`src/rtl/cfg_autoload_pkg.sv`:
```
package cfg_autoload_pkg;

    localparam int          WORD_W      = 16;
    localparam int          ADDR_W      = 6;
    localparam int          BYTE_AW     = ADDR_W + 1;
    localparam int          SUBS        = 3;
    localparam logic [15:0] SIGNATURE   = 16'h8129;
    localparam logic [15:0] FIXED_VID   = 16'h10EC;
    localparam logic [15:0] FIXED_DID   = 16'h8139;

    typedef enum logic [3:0] {
        TGT_SVID   = 4'd0,
        TGT_SSID   = 4'd1,
        TGT_MINGNT = 4'd2,
        TGT_MAXLAT = 4'd3,
        TGT_MEDIA  = 4'd4,
        TGT_BMCTL  = 4'd5,
        TGT_ANADV  = 4'd6,
        TGT_CFG3   = 4'd7,
        TGT_STA0   = 4'd8,
        TGT_STA1   = 4'd9,
        TGT_STA2   = 4'd10,
        TGT_STA3   = 4'd11,
        TGT_STA4   = 4'd12,
        TGT_STA5   = 4'd13,
        TGT_CFG0   = 4'd14,
        TGT_CFG1   = 4'd15
    } tgt_e;

    typedef enum logic [1:0] {RD_IDLE, RD_SHIFT, RD_GAP} rd_state_e;
    typedef enum logic [1:0] {SQ_IDLE, SQ_READ, SQ_SCAT, SQ_FIN} sq_state_e;

    typedef struct packed {
        logic        valid;
        tgt_e        tgt;
        logic [15:0] data;
        logic [15:0] mask;
    } wr_item_t;

    function automatic wr_item_t make_item(tgt_e t, logic [15:0] d, logic [15:0] m);
        return '{1'b1, t, d, m};
    endfunction

    function automatic wr_item_t low_lane(tgt_e t, logic [7:0] b);
        return make_item(t, {8'h00, b}, 16'h00FF);
    endfunction

    function automatic wr_item_t high_lane(tgt_e t, logic [7:0] b);
        return make_item(t, {b, 8'h00}, 16'hFF00);
    endfunction

    // Map one fetched byte and one sub-slot to at most one register write.
    function automatic wr_item_t map_byte(logic [BYTE_AW-1:0] ba, logic [7:0] b, logic [1:0] sub);
        wr_item_t it;
        it = '{1'b0, TGT_SVID, 16'h0000, 16'h0000};
        if (sub == 2'd0) begin
            case (ba)
                7'h06: it = low_lane(TGT_SVID, b);
                7'h07: it = high_lane(TGT_SVID, b);
                7'h08: it = low_lane(TGT_SSID, b);
                7'h09: it = high_lane(TGT_SSID, b);
                7'h0A: it = low_lane(TGT_MINGNT, b);
                7'h0B: it = low_lane(TGT_MAXLAT, b);
                7'h0C: it = make_item(TGT_MEDIA, {8'h00, b[7:6], 6'b000000}, 16'h00C0);
                7'h0D: it = low_lane(TGT_CFG3, b);
                7'h0E, 7'h0F, 7'h10, 7'h11, 7'h12, 7'h13:
                       it = low_lane(tgt_e'(4'(ba[3:0] + 4'd10)), b);
                7'h14: it = low_lane(TGT_CFG0, b);
                7'h15: it = low_lane(TGT_CFG1, b);
                default: ;
            endcase
        end else if (ba == 7'h0C) begin
            if (sub == 2'd1)
                it = make_item(TGT_BMCTL, {2'b00, b[5], b[4], 3'b000, b[0], 8'h00}, 16'h3100);
            else if (sub == 2'd2)
                it = make_item(TGT_ANADV, {5'b00000, ~b[1], 10'b0}, 16'h0400);
        end
        return it;
    endfunction

endpackage

```
`src/rtl/mw_word_reader.sv`:
```
module mw_word_reader
    import cfg_autoload_pkg::*;
#(
    parameter int HALF_CLKS = 2
) (
    input  logic              clk,
    input  logic              rst,
    input  logic              req,
    input  logic [ADDR_W-1:0] addr,
    output logic              idle,
    output logic              word_valid,
    output logic [WORD_W-1:0] word,
    output logic              ee_cs,
    output logic              ee_sk,
    output logic              ee_di,
    input  logic              ee_do
);
    localparam int CMD_W      = 3 + ADDR_W;
    localparam int DATA_FIRST = CMD_W + 1;
    localparam int FRAME      = DATA_FIRST + WORD_W;
    localparam int GAP_CLKS   = 2 * HALF_CLKS;
    localparam int PH_W       = $clog2(HALF_CLKS + 1);
    localparam int GAP_W      = $clog2(GAP_CLKS + 1);
    localparam int BIT_W      = $clog2(FRAME + 1);

    rd_state_e         st;
    logic [PH_W-1:0]   ph;
    logic              hi;
    logic [BIT_W-1:0]  bitn;
    logic [GAP_W-1:0]  gap;
    logic [CMD_W-1:0]  cmd_sr;
    logic [WORD_W-1:0] sh;
    logic              cs_q, sk_q, valid_q;

    always_ff @(posedge clk) begin
        if (rst) begin
            st      <= RD_IDLE;
            ph      <= '0;
            hi      <= 1'b0;
            bitn    <= '0;
            gap     <= '0;
            cmd_sr  <= '0;
            sh      <= '0;
            cs_q    <= 1'b0;
            sk_q    <= 1'b0;
            valid_q <= 1'b0;
        end else begin
            valid_q <= 1'b0;
            case (st)
                RD_IDLE: begin
                    if (req) begin
                        st     <= RD_SHIFT;
                        cs_q   <= 1'b1;
                        cmd_sr <= {3'b110, addr};
                        ph     <= '0;
                        hi     <= 1'b0;
                        bitn   <= '0;
                    end
                end
                RD_SHIFT: begin
                    if (ph == PH_W'(HALF_CLKS - 1)) begin
                        ph <= '0;
                        if (!hi) begin
                            hi   <= 1'b1;
                            sk_q <= 1'b1;
                        end else begin
                            hi     <= 1'b0;
                            sk_q   <= 1'b0;
                            cmd_sr <= {cmd_sr[CMD_W-2:0], 1'b0};
                            if (bitn >= BIT_W'(DATA_FIRST))
                                sh <= {sh[WORD_W-2:0], ee_do};
                            if (bitn == BIT_W'(FRAME - 1)) begin
                                cs_q    <= 1'b0;
                                valid_q <= 1'b1;
                                gap     <= '0;
                                st      <= RD_GAP;
                            end else begin
                                bitn <= bitn + BIT_W'(1);
                            end
                        end
                    end else begin
                        ph <= ph + PH_W'(1);
                    end
                end
                RD_GAP: begin
                    if (gap == GAP_W'(GAP_CLKS - 1))
                        st <= RD_IDLE;
                    else
                        gap <= gap + GAP_W'(1);
                end
                default: st <= RD_IDLE;
            endcase
        end
    end

    assign idle       = (st == RD_IDLE);
    assign word_valid = valid_q;
    assign word       = sh;
    assign ee_cs      = cs_q;
    assign ee_sk      = sk_q;
    assign ee_di      = cmd_sr[CMD_W-1];

    a_r2_clock_only_selected: assert property (@(posedge clk) disable iff (rst)
        !ee_cs |-> !ee_sk);
    a_r2_gap_deselected: assert property (@(posedge clk) disable iff (rst)
        (st == RD_GAP) |-> !ee_cs);
    a_r3_word_ends_frame: assert property (@(posedge clk) disable iff (rst)
        word_valid |-> (!ee_cs && $past(st == RD_SHIFT)));

endmodule

```
`src/rtl/cfg_scatter_seq.sv`:
```
module cfg_scatter_seq
    import cfg_autoload_pkg::*;
#(
    parameter int LAST_WORD = 10
) (
    input  logic              clk,
    input  logic              rst,
    input  logic              sw_load,
    input  logic              rd_idle,
    input  logic              rd_valid,
    input  logic [WORD_W-1:0] rd_word,
    output logic              rd_req,
    output logic [ADDR_W-1:0] rd_addr,
    output logic              wr_en,
    output logic [3:0]        wr_sel,
    output logic [15:0]       wr_data,
    output logic [15:0]       wr_mask,
    output logic              busy,
    output logic              done,
    output logic              pass
);
    localparam int SLOT_W    = $clog2(2 * SUBS);
    localparam int SLOT_LAST = 2 * SUBS - 1;

    sq_state_e          st;
    logic               pend_q, req_q, pass_q;
    logic [ADDR_W-1:0]  idx;
    logic [WORD_W-1:0]  word_q;
    logic [SLOT_W-1:0]  slot;
    logic               wr_en_q;
    tgt_e               wr_sel_q;
    logic [15:0]        wr_data_q, wr_mask_q;

    logic               hi_byte;
    logic [BYTE_AW-1:0] baddr;
    logic [7:0]         bval;
    logic [1:0]         bsub;
    wr_item_t           item;

    assign hi_byte = (slot >= SLOT_W'(SUBS));
    assign baddr   = {idx, hi_byte};
    assign bval    = hi_byte ? word_q[15:8] : word_q[7:0];
    assign bsub    = hi_byte ? 2'(slot - SLOT_W'(SUBS)) : 2'(slot);
    assign item    = map_byte(baddr, bval, bsub);

    always_ff @(posedge clk) begin
        if (rst) begin
            st        <= SQ_IDLE;
            pend_q    <= 1'b1;
            req_q     <= 1'b0;
            pass_q    <= 1'b0;
            idx       <= '0;
            word_q    <= '0;
            slot      <= '0;
            wr_en_q   <= 1'b0;
            wr_sel_q  <= TGT_SVID;
            wr_data_q <= '0;
            wr_mask_q <= '0;
        end else begin
            wr_en_q <= 1'b0;
            if (req_q && rd_idle)
                req_q <= 1'b0;
            case (st)
                SQ_IDLE: begin
                    if (pend_q || sw_load) begin
                        pend_q <= 1'b0;
                        idx    <= '0;
                        pass_q <= 1'b0;
                        req_q  <= 1'b1;
                        st     <= SQ_READ;
                    end
                end
                SQ_READ: begin
                    if (rd_valid) begin
                        word_q <= rd_word;
                        if (idx == '0) begin
                            if (rd_word == SIGNATURE) begin
                                idx   <= ADDR_W'(1);
                                req_q <= 1'b1;
                            end else begin
                                pass_q <= 1'b0;
                                st     <= SQ_FIN;
                            end
                        end else begin
                            slot <= '0;
                            st   <= SQ_SCAT;
                        end
                    end
                end
                SQ_SCAT: begin
                    wr_en_q   <= item.valid;
                    wr_sel_q  <= item.tgt;
                    wr_data_q <= item.data;
                    wr_mask_q <= item.mask;
                    if (slot == SLOT_W'(SLOT_LAST)) begin
                        if (idx == ADDR_W'(LAST_WORD)) begin
                            pass_q <= 1'b1;
                            st     <= SQ_FIN;
                        end else begin
                            idx   <= idx + ADDR_W'(1);
                            req_q <= 1'b1;
                            st    <= SQ_READ;
                        end
                    end else begin
                        slot <= slot + SLOT_W'(1);
                    end
                end
                SQ_FIN:  st <= SQ_IDLE;
                default: st <= SQ_IDLE;
            endcase
        end
    end

    assign rd_req  = req_q;
    assign rd_addr = idx;
    assign wr_en   = wr_en_q;
    assign wr_sel  = wr_sel_q;
    assign wr_data = wr_data_q;
    assign wr_mask = wr_mask_q;
    assign busy    = (st != SQ_IDLE);
    assign done    = (st == SQ_FIN);
    assign pass    = pass_q;

    a_r1_idle_after_done: assert property (@(posedge clk) disable iff (rst)
        done |=> !busy);
    a_r1_write_only_busy: assert property (@(posedge clk) disable iff (rst)
        wr_en |-> busy);
    a_r4_fail_writes_nothing: assert property (@(posedge clk) disable iff (rst)
        (done && !pass) |-> !wr_en);
    a_r12_busy_holds: assert property (@(posedge clk) disable iff (rst)
        (busy && !done) |=> busy);
    a_r2_addr_in_range: assert property (@(posedge clk) disable iff (rst)
        rd_req |-> (rd_addr <= ADDR_W'(LAST_WORD)));

endmodule

```
`src/rtl/cfg_autoload.sv`:
```
module cfg_autoload
    import cfg_autoload_pkg::*;
#(
    parameter int HALF_CLKS = 2,
    parameter int LAST_WORD = 10
) (
    input  logic        clk,
    input  logic        rst,
    input  logic        sw_load,
    output logic        ee_cs,
    output logic        ee_sk,
    output logic        ee_di,
    input  logic        ee_do,
    output logic        wr_en,
    output logic [3:0]  wr_sel,
    output logic [15:0] wr_data,
    output logic [15:0] wr_mask,
    output logic        busy,
    output logic        done,
    output logic        pass,
    output logic [15:0] vendor_id,
    output logic [15:0] device_id
);
    logic              rd_req, rd_idle, rd_valid;
    logic [ADDR_W-1:0] rd_addr;
    logic [WORD_W-1:0] rd_word;

    mw_word_reader #(.HALF_CLKS(HALF_CLKS)) u_reader (
        .clk        (clk),
        .rst        (rst),
        .req        (rd_req),
        .addr       (rd_addr),
        .idle       (rd_idle),
        .word_valid (rd_valid),
        .word       (rd_word),
        .ee_cs      (ee_cs),
        .ee_sk      (ee_sk),
        .ee_di      (ee_di),
        .ee_do      (ee_do)
    );

    cfg_scatter_seq #(.LAST_WORD(LAST_WORD)) u_seq (
        .clk      (clk),
        .rst      (rst),
        .sw_load  (sw_load),
        .rd_idle  (rd_idle),
        .rd_valid (rd_valid),
        .rd_word  (rd_word),
        .rd_req   (rd_req),
        .rd_addr  (rd_addr),
        .wr_en    (wr_en),
        .wr_sel   (wr_sel),
        .wr_data  (wr_data),
        .wr_mask  (wr_mask),
        .busy     (busy),
        .done     (done),
        .pass     (pass)
    );

    assign vendor_id = FIXED_VID;
    assign device_id = FIXED_DID;

endmodule

```
`config.mk`:
```
export PLATFORM = sky130hd
export DESIGN_NAME = cfg_autoload
export DESIGN_NICKNAME = d
export VERILOG_FILES = /design/src/rtl/cfg_autoload_pkg.sv /design/src/rtl/mw_word_reader.sv /design/src/rtl/cfg_scatter_seq.sv /design/src/rtl/cfg_autoload.sv
export SDC_FILE = /design/constraint.sdc
export NUM_CORES = 1
export LEC_CHECK = 0
export BUFFER_PORTS_ARGS = -buffer_cell sky130_fd_sc_hd__buf_2
export CORE_MARGIN = 5
export CORE_UTILIZATION = 55
export DETAILED_ROUTE_END_ITERATION = 16
export PLACE_DENSITY = 0.78
export SYNTH_ARGS = -nofsm -noshare
export SYNTH_HDL_FRONTEND = slang
export SYNTH_SLANG_ARGS = --single-unit
```
`constraint.sdc`:
```
create_clock -name clk -period 4.17 [get_ports clk]
set_clock_uncertainty 0.1 [all_clocks]
set_input_delay 0.2085 -clock clk [delete_from_list [all_inputs] [get_ports clk]]
set_output_delay 0.2085 -clock clk [all_outputs]
set_load 0.03 [all_outputs]
```
Word level (Yosys, flattened, before mapping)
Cells that the tools add are included.
Word-level totals
  flip-flop bits (word level): 108
  output and inout port bits: 75
  word-level logic and storage cells: 184
Cells by class
  add/sub/neg operators: 7
  magnitude comparators: 2
  equal/unequal tests: 47
  muxes and demuxes: 73
  bitwise gates (word level): 5
  reduce and logical (&&, ||, !) cells: 29
Operators with widths (number)
  $pmux 37 s11: 1
  $mux 37: 4
  $eq 7x4->1 const B: 8
  $eq 7x5->1 const B: 6
  $mux 6: 6
  $mux 2: 14
  $mux 9: 3
  $mux 1: 21
  $mux 3: 7
  $mux 5: 4
  $reduce_and 5->1: 4
  $ne 2x1->1 const B: 9
  $pmux 6 s3: 1
  $pmux 9 s2: 1
  $eq 16x16->1 const B: 1
  $ne 2x2->1 const B: 8
  $reduce_and 4->1: 4
  $eq 7x3->1 const B: 2
  $reduce_and 7->1: 2
  $pmux 3 s2: 2
  $pmux 5 s2: 1
  $eq 2x1->1 const B: 4
  $eq 2x2->1 const B: 4
  $mux 8: 1
  other kinds (30): 45

Logic depth before layout (Yosys ltp)
  word-level depth: 7
  mapped depth: 13
  mapped depth without buffers: 11

Modules after synthesis
A second synthesis with hierarchy kept.
Second synthesis, totals
  cells, all modules: 620
  area total of the unflattened synthesis: 5271.3 µm²
Modules (own cells, without submodules)
  cfg_scatter_seq: instances 1, cells an instance 398, area each 3199.3 µm², seq. area each 1121.1 µm²
  mw_word_reader: instances 1, cells an instance 188, area each 1824.2 µm², seq. area each 820.8 µm²
  cfg_autoload: instances 1, cells an instance 34, area each 247.7 µm², seq. area each 0.0 µm²

Worst setup path before layout
OpenSTA, ideal clock, no wires.
  path kind: register to register
  start point: register u_seq.slot[0]
  end point: register u_seq.wr_data_q[8], in the netlist u_seq.wr_data[8]
  library setup time: 0.071 ns
  data arrival time: 2.538 ns
  required time: 3.999 ns
  slack: 1.462 ns
  stages on the path, launching flop included: 12
  cells stage by stage: dfxtp_1 -> ha_1 -> ha_1 -> or3_2 -> a21o_1 -> ha_1 -> nor4_1 -> and4_1 -> clkbuf_1 -> a21o_1 -> nand3_1 -> a21oi_1
On the way
  word-level cells in the longest chain between the ends: 6
Ends and longest elaborated chain
  from (decl): line cfg_scatter_seq.sv:29  | logic [SLOT_W-1:0] slot;
  from (signal assigned): line cfg_scatter_seq.sv:105  | slot <= slot + SLOT_W'(1);
  branches (longest 5 deep; another with $ge 3x2->1)
  $mux 37 *: line cfg_autoload_pkg.sv:56  | if (sub == 2'd0) begin
  to (signal assigned): line cfg_scatter_seq.sv:93  | wr_data_q <= item.data;
  to (decl): line cfg_scatter_seq.sv:32  | logic [15:0] wr_data_q, wr_mask_q;
Mark *: on every way between the ends.
A chain may end at the register's enable or synchronous reset.

Worst setup path in the final report
  start point: register u_seq.slot[0]
  end point: register u_seq.wr_data_q[5], in the netlist u_seq.wr_data[5]
The elaborated chain is that of the path after synthesis.

==> flow_summary.yaml <==
run_status:
  status: "completed"
layout:
  regArea_um2: 1940
  nets: 618
  layout-drive-gt1-share_pct: 14.1
  utilization_pct: 59.5
  multi_input_area_um2: 2580
  syn_to_final_growth_pct: 5.22
  fillers: 776
  antennaDiodeCount: 0
clock_tree:
  cts_buffers: 9
  cts.repair.resized: 0
  clkLatencyLatePin_ns: 0.36
  clkSlewWorstSetupHoldPaths_ns: 0.10
  cts_max_level: 3
  clockBufferDepth: 2
  cts_sinks: 97
  cts_tree: "yes"
  cts_root_buf: "clkbuf_8"
timing:
  fmax_mhz: 303
  slew_headroom_pct: 21.1
  fin_crit_sh_pct: 79.1
  finalSetupViolCount: 0
  rsz0062_at_grt: "no"
  slew_viol_final: 0
  hold_viol_final: 0
  min_period_ns: 3.30
  tightest_slew_ns: 1.18
  tns_ns: 0
grt:
  grt_pass1_vias: 3765
  overflow: 0
  grt_max_degree: 79
  grt_usage_pct: 19.4
  antenna_found_initial: 0
  grt_pass1_wl_um: 18100
yosys:
  async_flop_share_pct: 0
  ys_seq_area_share_pct: 39.2
  synth_top_area_share_pct: 39.2
  synth_common_cells: "dfxtp_1, nand2_1, nor2_1, buf_4, a21oi_1"
  synth_area_um2: 4960
  ys_warn_count: 0
  ys_seq_elements: 97
  synth_ff_type: "dfxtp_1"
  synth_top_area_cell: "dfxtp_1"
  ys_types: 71
  postSynthAreaPerCell_um2: 8.49
  postSynthCellCount: 584
  synth_edf_count: 0
  ys_top_cells_by_area: "dfxtp_1, buf_4, nand2_1, mux2i_1, ha_1"
  yosysMostFrequentCell: "dfxtp_1"
die:
  rows: 34
  core_um2: 8760
  pin_count: 79
  die_area_um2: 11000
  die_x_um: 105
  die_h_um: 105
  initial_core_util_pct: 56.6
setup_path:
  required_ns: 4.36
  critPathArrivalTime_ns: 3.49
  cp_max_fo: 11
  r2r_slack_ns: 0.87
  endpoint_kind: "flip-flop"
  critical_path_class: "flip-flop to flip-flop"
  crit_path_start_kind: "flip-flop"
  rr_worst_depth: 9
place:
  place_congestion: 0.846
  hpwl_um: 7580
  portBuffers: 46
route:
  drtAntennaViolNets: 0
  vias: 4084
  drc: 0
  routed_wl_um: 11000
  wl_per_cell_um: 15.5
  drt_pass1_iterations: 5
  drt-vias-per-instance: 5.76
  drtIter0Drc: 314
power_and_ir_drop:
  p_leak_uw: 0.00221
  p_seq_share_pct: 44.9
  p_comb_share_pct: 25.5
  clock_power_share_pct: 29.6
  power.internal_uw: 1540
  switching_share_pct: 34.5
  power.density_nw_per_um2: 450
  switchingPower_uw: 811
  ir_worst_vdd_uv: 244
min_path:
  hp-class: "input port to flip-flop"
  holdPathStages: 3
run:
  maxCapViolCount: 0
==> power by group through the flow <==
stage	Combinational [uW]	Clock, uW	Sequential (uW)
floorplan	482	0	1070
global placement	573	0	1070
detailed placement	591	0	1070
CTS	596	706	1050
global route	657	748	1070
finish	600	695	1050
==> state kept, by name, summed over array words and instances, names as in the netlist <==
name                 flops
u_reader.ph              2
u_seq.slot               3
u_reader.word_valid      1
u_reader.bitn            5
u_reader.hi              1
u_reader.word           16
u_reader.ee_cs           1
u_reader.cmd_sr          9
u_reader.st              2
u_seq.st                 2
u_seq.rd_req             1
u_seq.pend_q             1
u_seq.pass               1
u_seq.word_q            16
u_seq.rd_addr            6
u_seq.wr_en              1
u_seq.wr_mask            5
u_seq.wr_data           16
u_seq.wr_sel             4
u_reader.gap             3
u_reader.ee_sk           1
==> layout by cell type, fill, tap and decap left out, types with 4 or more instances in the layout <==
cell	instances
a22o_1	4
dfxtp_1	97
a311oi_1	6
nor2b_1	4
nand4_1	5
nand4b_1	4
buf_2	46
o21ai_0	20
a21oi_1	42
nand3_1	15
ha_1	18
mux2i_1	24
nor3_1	9
inv_1	17
a211oi_1	5
buf_4	4
nand2b_1	4
and3_1	6
nor2_1	60
mux2_2	6
clkbuf_8	10
o22ai_1	4
nand2_1	75
conb_1	32
o211ai_1	4
==> what timing repair did <==
action / CTS / global route
buffers inserted: 0 / 0
endpoints found under the hold margin: 1 / 0
hold buffers: 1 / 0
==> final cells by class <==
class	count	share of cell area, %
clock inverters	6	1.73
multi-input cells	420	49.4
repair buffers	51	5.18
inverters	17	1.22
flip-flops and latches	97	37.2
clock buffers	10	2.64
well taps	108	2.59
==> worst max-delay path, stage by stage (launching register included) <==
cell	delay, ns
dfxtp_1	0.51
ha_1	0.21
ha_1	0.25
nor3_1	0.10
a21oi_1	0.30
ha_1	0.24
inv_1	0.06
a2111oi_2	0.91
o21ai_2	0.30
o21ai_0	0.25
==> kinds of logic (layout without fill, tap and decap cells) <==
| family | after synthesis | count (layout) | share of synthesized area [%] |
|---|---|---|---|
| XOR/XNOR | 6 | 6 | 1.06 |
| other | 2 | 32 | 0.151 |
| buffers and inverters | 97 | 84 | 11.1 |
| AND/OR/NAND/NOR | 211 | 211 | 20.9 |
| adder cells (fa/ha/maj) | 18 | 18 | 4.54 |
| flip-flops | 97 | 97 | 39.2 |
| multiplexers | 30 | 30 | 6.21 |
| AO/OA/AOI/OAI | 123 | 123 | 16.9 |
==> through the flow <==
stage	total power [uW]	cell area (um2)	hold WS (ns)	worst slack, ns	instances
2_1_floorplan	1550	5070	0.252	1.46	614
3_3_place_gp	1640	4980	0.338	1.14	692
3_5_place_dp	1660	4980	0.346	0.919	692
4_1_cts	2350	5220	0.190	0.889	709
5_1_grt	2470	5220	0.208	0.574	709
6_report	2350	5220	0.199	0.871	709
==> routing by layer <==
layer | vias to the layer above | track usage (%) | wire length [um]
met5 | - | 0 | 0
met4 | 0 | 8.49 | 240
met3 | 23 | 3.02 | 674
met2 | 135 | 31.1 | 5220
met1 | 1930 | 25.8 | 4820
li1 | 1996 | - | -
==> worst paths after layout <==
check | start | to
setup / recovery | u_seq.slot[0] | u_seq.wr_data[5]
hold reg to reg | u_seq.word_q[9] | u_seq.word_q[9]
hold / removal | rst | u_reader.cmd_sr[7]
setup reg to reg | u_seq.slot[0] | u_seq.wr_data[5]
Power figures use the tool's default switching activity.
